===== config.mk =====
export PLATFORM = sky130hd
export DESIGN_NAME = ep0_csr_reg
export DESIGN_NICKNAME = d
export VERILOG_FILES = /design/src/rtl/ep0_csr_pkg.sv /design/src/rtl/ep0_flag_cell.sv /design/src/rtl/ep0_irq_gen.sv /design/src/rtl/ep0_csr_reg.sv
export SDC_FILE = /design/constraint.sdc
export NUM_CORES = 1
export LEC_CHECK = 0
export ABC_AREA = 0
export BUFFER_PORTS_ARGS = -buffer_cell sky130_fd_sc_hd__buf_4
export CORE_AREA = 2 2 39 41
export CTS_CLUSTER_DIAMETER = 100
export CTS_CLUSTER_SIZE = 8
export DETAILED_ROUTE_END_ITERATION = 7
export DIE_AREA = 0 0 41 43
export PLACE_DENSITY = 0.68
export SYNTH_ARGS = -nofsm -noshare
export SYNTH_HDL_FRONTEND = slang
export SYNTH_SLANG_ARGS = --single-unit
export TNS_END_PERCENT = 10

===== constraint.sdc =====
create_clock -name clk -period 0.9 [get_ports clk]
set_input_delay 0.135 -clock clk [delete_from_list [all_inputs] [get_ports clk]]
set_output_delay 0.135 -clock clk [all_outputs]
set_load 0.02 [all_outputs]

===== src/rtl/ep0_csr_pkg.sv =====
package ep0_csr_pkg;
  localparam int REG_W     = 8;
  localparam int NUM_FLAGS = 6;
  localparam int NUM_IRQ   = 3;
  // stored flag positions
  localparam int B_RXRDY   = 0;
  localparam int B_TXRDY   = 1;
  localparam int B_STALLED = 2;
  localparam int B_DATAEND = 3;
  localparam int B_SETEND  = 4;
  localparam int B_STALL   = 5;
  // write-only clear strobes
  localparam int B_RXCLR   = 6;
  localparam int B_SECLR   = 7;
endpackage


===== src/rtl/ep0_flag_cell.sv =====
module ep0_flag_cell #(
  parameter int W = 6
) (
  input  logic         clk,
  input  logic         rst_n,
  input  logic [W-1:0] set_i,
  input  logic [W-1:0] clr_i,
  output logic [W-1:0] q_o
);
  for (genvar g = 0; g < W; g++) begin : g_bit
    always_ff @(posedge clk or negedge rst_n) begin
      if (!rst_n)        q_o[g] <= 1'b0;
      else if (set_i[g]) q_o[g] <= 1'b1;
      else if (clr_i[g]) q_o[g] <= 1'b0;
    end
  end
endmodule


===== src/rtl/ep0_irq_gen.sv =====
module ep0_irq_gen #(
  parameter int N = 3
) (
  input  logic         clk,
  input  logic         rst_n,
  input  logic [N-1:0] src_i,
  output logic         irq_o
);
  always_ff @(posedge clk or negedge rst_n) begin
    if (!rst_n) irq_o <= 1'b0;
    else        irq_o <= |src_i;
  end
endmodule


===== src/rtl/ep0_csr_reg.sv =====
module ep0_csr_reg
  import ep0_csr_pkg::*;
(
  input  logic             clk,
  input  logic             rst_n,
  input  logic             reg_rd,
  input  logic             reg_wr,
  input  logic [REG_W-1:0] reg_wdata,
  output logic [REG_W-1:0] reg_rdata,
  input  logic             evt_rx_pkt,
  input  logic             evt_stall_sent,
  input  logic             evt_early_end,
  input  logic             evt_tx_done,
  input  logic             evt_status_done,
  output logic             tx_req_o,
  output logic             stall_req_o,
  output logic             data_end_o,
  output logic             rx_full_o,
  output logic             irq_o
);
  localparam int PAD_W = REG_W - NUM_FLAGS;

  logic [NUM_FLAGS-1:0] flag_q;
  logic [NUM_FLAGS-1:0] set_v;
  logic [NUM_FLAGS-1:0] clr_v;
  logic [REG_W-1:0]     wr_one;
  logic [REG_W-1:0]     wr_zero;
  logic [NUM_IRQ-1:0]   irq_src;
  logic                 early_set;
  logic                 tx_fin;

  assign wr_one    = reg_wr ? reg_wdata  : '0;
  assign wr_zero   = reg_wr ? ~reg_wdata : '0;
  assign early_set = evt_early_end & ~flag_q[B_DATAEND];
  assign tx_fin    = evt_tx_done & flag_q[B_TXRDY];

  always_comb begin
    set_v = '0;
    clr_v = '0;
    set_v[B_RXRDY]   = evt_rx_pkt;
    clr_v[B_RXRDY]   = wr_one[B_RXCLR];
    set_v[B_SETEND]  = early_set;
    clr_v[B_SETEND]  = wr_one[B_SECLR];
    set_v[B_STALL]   = wr_one[B_STALL];
    clr_v[B_STALL]   = wr_zero[B_STALL] | evt_stall_sent;
    set_v[B_STALLED] = evt_stall_sent;
    clr_v[B_STALLED] = wr_zero[B_STALLED];
    set_v[B_TXRDY]   = wr_one[B_TXRDY];
    clr_v[B_TXRDY]   = evt_tx_done;
    set_v[B_DATAEND] = wr_one[B_DATAEND];
    clr_v[B_DATAEND] = evt_status_done;
  end

  ep0_flag_cell #(.W(NUM_FLAGS)) u_flags (
    .clk   (clk),
    .rst_n (rst_n),
    .set_i (set_v),
    .clr_i (clr_v),
    .q_o   (flag_q)
  );

  assign irq_src = {tx_fin, early_set, evt_rx_pkt};

  ep0_irq_gen #(.N(NUM_IRQ)) u_irq (
    .clk   (clk),
    .rst_n (rst_n),
    .src_i (irq_src),
    .irq_o (irq_o)
  );

  assign reg_rdata   = reg_rd ? {{PAD_W{1'b0}}, flag_q} : '0;
  assign tx_req_o    = flag_q[B_TXRDY];
  assign stall_req_o = flag_q[B_STALL];
  assign data_end_o  = flag_q[B_DATAEND];
  assign rx_full_o   = flag_q[B_RXRDY];
endmodule


==> metrics.md <==
| Metric | Value |
|---|---|
| Status | `complete, but fails checks` |
| Failing checks | `setup timing` |
| Htree depth | `1` |
| Netlist cell types | `13` |
| First drt pass iteration count | `1` |
| Final Worst Setup Slack | `-0.148 ns` |
| Post-route antenna net violation count | `0` |
| CP Data Arrival Time | `0.91 ns` |
| Num ports | `30` |
| Comb power frac | `33.6%` |
| Register area share after synthesis | `54.7%` |
| Clock share of power | `29.5%` |
| Worst r2r src | `u_flags.q_o[3]` |
| Clk_lat worst skew | `0.25 ns` |
| Placer Congestion | `0.632` |
| Pwr/cell area | `1430 nW/µm²` |
| Net Switching | `0.262 mW` |
| Worst path required time | `0.76 ns` |
| Most frequent cells in the layout | `buf_4, buf_6, and2_4, dfrtp_1, nand2_1` |
| P&R area growth vs syn | `112%` |
| RSZ-0062 raised after global routing | `true` |
| Core Region | `1380 µm²` |
| Hold crit path type | `input pin to flop` |
| Maximum resistive drop on vdd | `0.610 mV` |
| CTS Buffer Depth | `2` |
| Final worst path period share | `116%` |
| Min cycle time layout | `1.05 ns` |
| Commonest non-fill, non-tap cell in the layout | `buf_4` |
| Pin count of the biggest net entering global routing | `8` |
| Root buffer cell | `clkbuf_4` |
| Synth Cell Area | `320 µm²` |
| Worst Setup SP | `u_flags.q_o[3]` |
| # setup viols final | `12` |
| DP HPWL | `606 µm` |
| Fin. max-slew vios | `0` |
| CP Cell Sequence | `buf_4, buf_6` |
| Largest stage delay, worst path | `0.40 ns` |
| Total track usage | `11.7%` |
| Chip height | `43 µm` |
| Max-Cap Viols | `0` |
| Net Sw Frac | `27.1%` |
| Synthesized flop and latch total | `7` |
| Slowest-stage cell, CP | `dfrtp_2` |
| Total CTS buffers | `3` |
| Cell leakage power | `0.356 nW` |
| Mean Syn Cell Area | `10.0 µm²` |
| Via count | `337` |
| Starting utilization of the core area | `23.1%` |
| Post-synthesis instance total | `32` |
| Vias in the first global route | `328` |
| Reg clk slew, reported paths | `0.06 ns` |
| CTS tree | `built` |
| Die X | `41 µm` |
| Antenna violations before repair | `0` |
| Clk sinks | `7` |
| Drt wl/cell | `9.85 µm` |
| Final net count | `87` |
| Grt ovf | `0` |
| R2R depth | `4` |
| Initial DRC count | `0` |
| Max Fclk | `954 MHz` |
| Synth area leaders | `dfrtp_1, and2_1, a21o_1` |
| Worst Skew | `0.00434 ns` |
| Hold Crit Start | `evt_status_done` |
| Critical-path maximum fanout | `2` |
| Drt via density | `3.96` |
| Core Util, Final | `49.0%` |
| Final hold violations | `0` |
| Crit path kind | `flop to output pin` |
| N_diodes | `0` |
| Post-synth top area cell | `dfrtp_1` |
| Flop pwr share | `37.0%` |
| Crit end category | `output pin` |
| I/O Buffers | `25` |
| CP startpoint kind | `flop` |
| DIE AREA | `1760 µm²` |
| Drc violations | `0` |
| Dpl ws | `0.0531 ns` |
| First-pass GRT wire length | `1310 µm` |
| WHS Path Cells | `2` |
| Internal | `0.707 mW` |
| Layout cells sized above 1 | `63.8%` |
| Total Routed Length | `837 µm` |
| Warning count from the yosys run | `0` |
| Post-synth top area share | `54.7%` |
| Rows | `14` |
-- sequential cells by signal, summed over array words and instances (netlist names) --
register,count
u_irq.irq_o,1
u_flags.q_o,6
-- cell families (layout without fill, tap and decap cells) --
group	after synthesis	after routing	synth area share, %
AO/OA/AOI/OAI	7	7	15.6
other	1	2	1.17
buffers and inverters	4	40	7.03
AND/OR/NAND/NOR	13	13	21.5
flip-flops	7	7	54.7
-- worst paths after layout --
kind	endpoint	slack [ns]
min in group asynchronous	u_flags.q_o[3]	0.24
max reg2reg	u_irq.irq_o	-0.10
max in group asynchronous	u_flags.q_o[3]	0.53
min	u_flags.q_o[3]	0.04
max	data_end_o	-0.15
min reg2reg	u_flags.q_o[2]	0.56
-- critical path: cells and delay by family (launching register included) --
| kind | cells | cell delay, ns |
|---|---|---|
| DFF | 1 | 0.40 |
| buffers and inverters | 2 | 0.26 |
-- repair_timing --
item	CTS	global route
setup endpoints to repair	11	15
hold buffers	1	0
gates resized for setup	17	3
pin swaps	5	1
setup buffers	8	0
endpoints found under the hold margin	7	0
-- synth_stat cells --
master,count
dfrtp_1,7
and2_1,6
nand2_1,4
a21o_1,3
buf_4,2
inv_1,2
o21ai_0,2
a211o_1,1
a22o_1,1
conb_1,1
nand2b_1,1
nor2_1,1
nor2b_1,1
-- layout make-up --
type                       count  area (µm²)
fill                         128         706
timing repair buffer          34         299
sequential                     7         176
multi-input combinational     22         149
clock buffer                   4        26.3
tap                           16        20.0
inverter                       2        7.51
-- power by group through the flow --
stage / Combinational [mW] / Clock, mW / Sequential [mW]
3_3_place_gp: 0.220 / 0 / 0.365
4_1_cts: 0.322 / 0.300 / 0.356
3_5_place_dp: 0.222 / 0 / 0.365
6_report: 0.325 / 0.286 / 0.358
5_1_grt: 0.350 / 0.306 / 0.360
2_1_floorplan: 0.0829 / 0 / 0.385
-- stage by stage --
| step | cells | hold WS (ns) | setup TNS, ns | cell area, µm² | total power [mW] |
|---|---|---|---|---|---|
| 2_1_floorplan | 33 | -0.161 | 0 | 325 | 0.468 |
| 3_3_place_gp | 72 | -0.0484 | 0 | 518 | 0.585 |
| 3_5_place_dp | 72 | -0.0484 | 0 | 518 | 0.588 |
| 4_1_cts | 85 | 0.0471 | -1.29 | 671 | 0.977 |
| 5_1_grt | 85 | 0.0495 | -1.51 | 678 | 1.02 |
| 6_report | 85 | 0.0371 | -1.19 | 678 | 0.969 |
-- metal layers --
layer	GRT usage, %	wire length (µm)
met4	10.0	0
met3	3.14	43
met1	12.9	349
met2	17.2	444
met5	0	0
No activity file was read; power rests on OpenSTA's default activity.
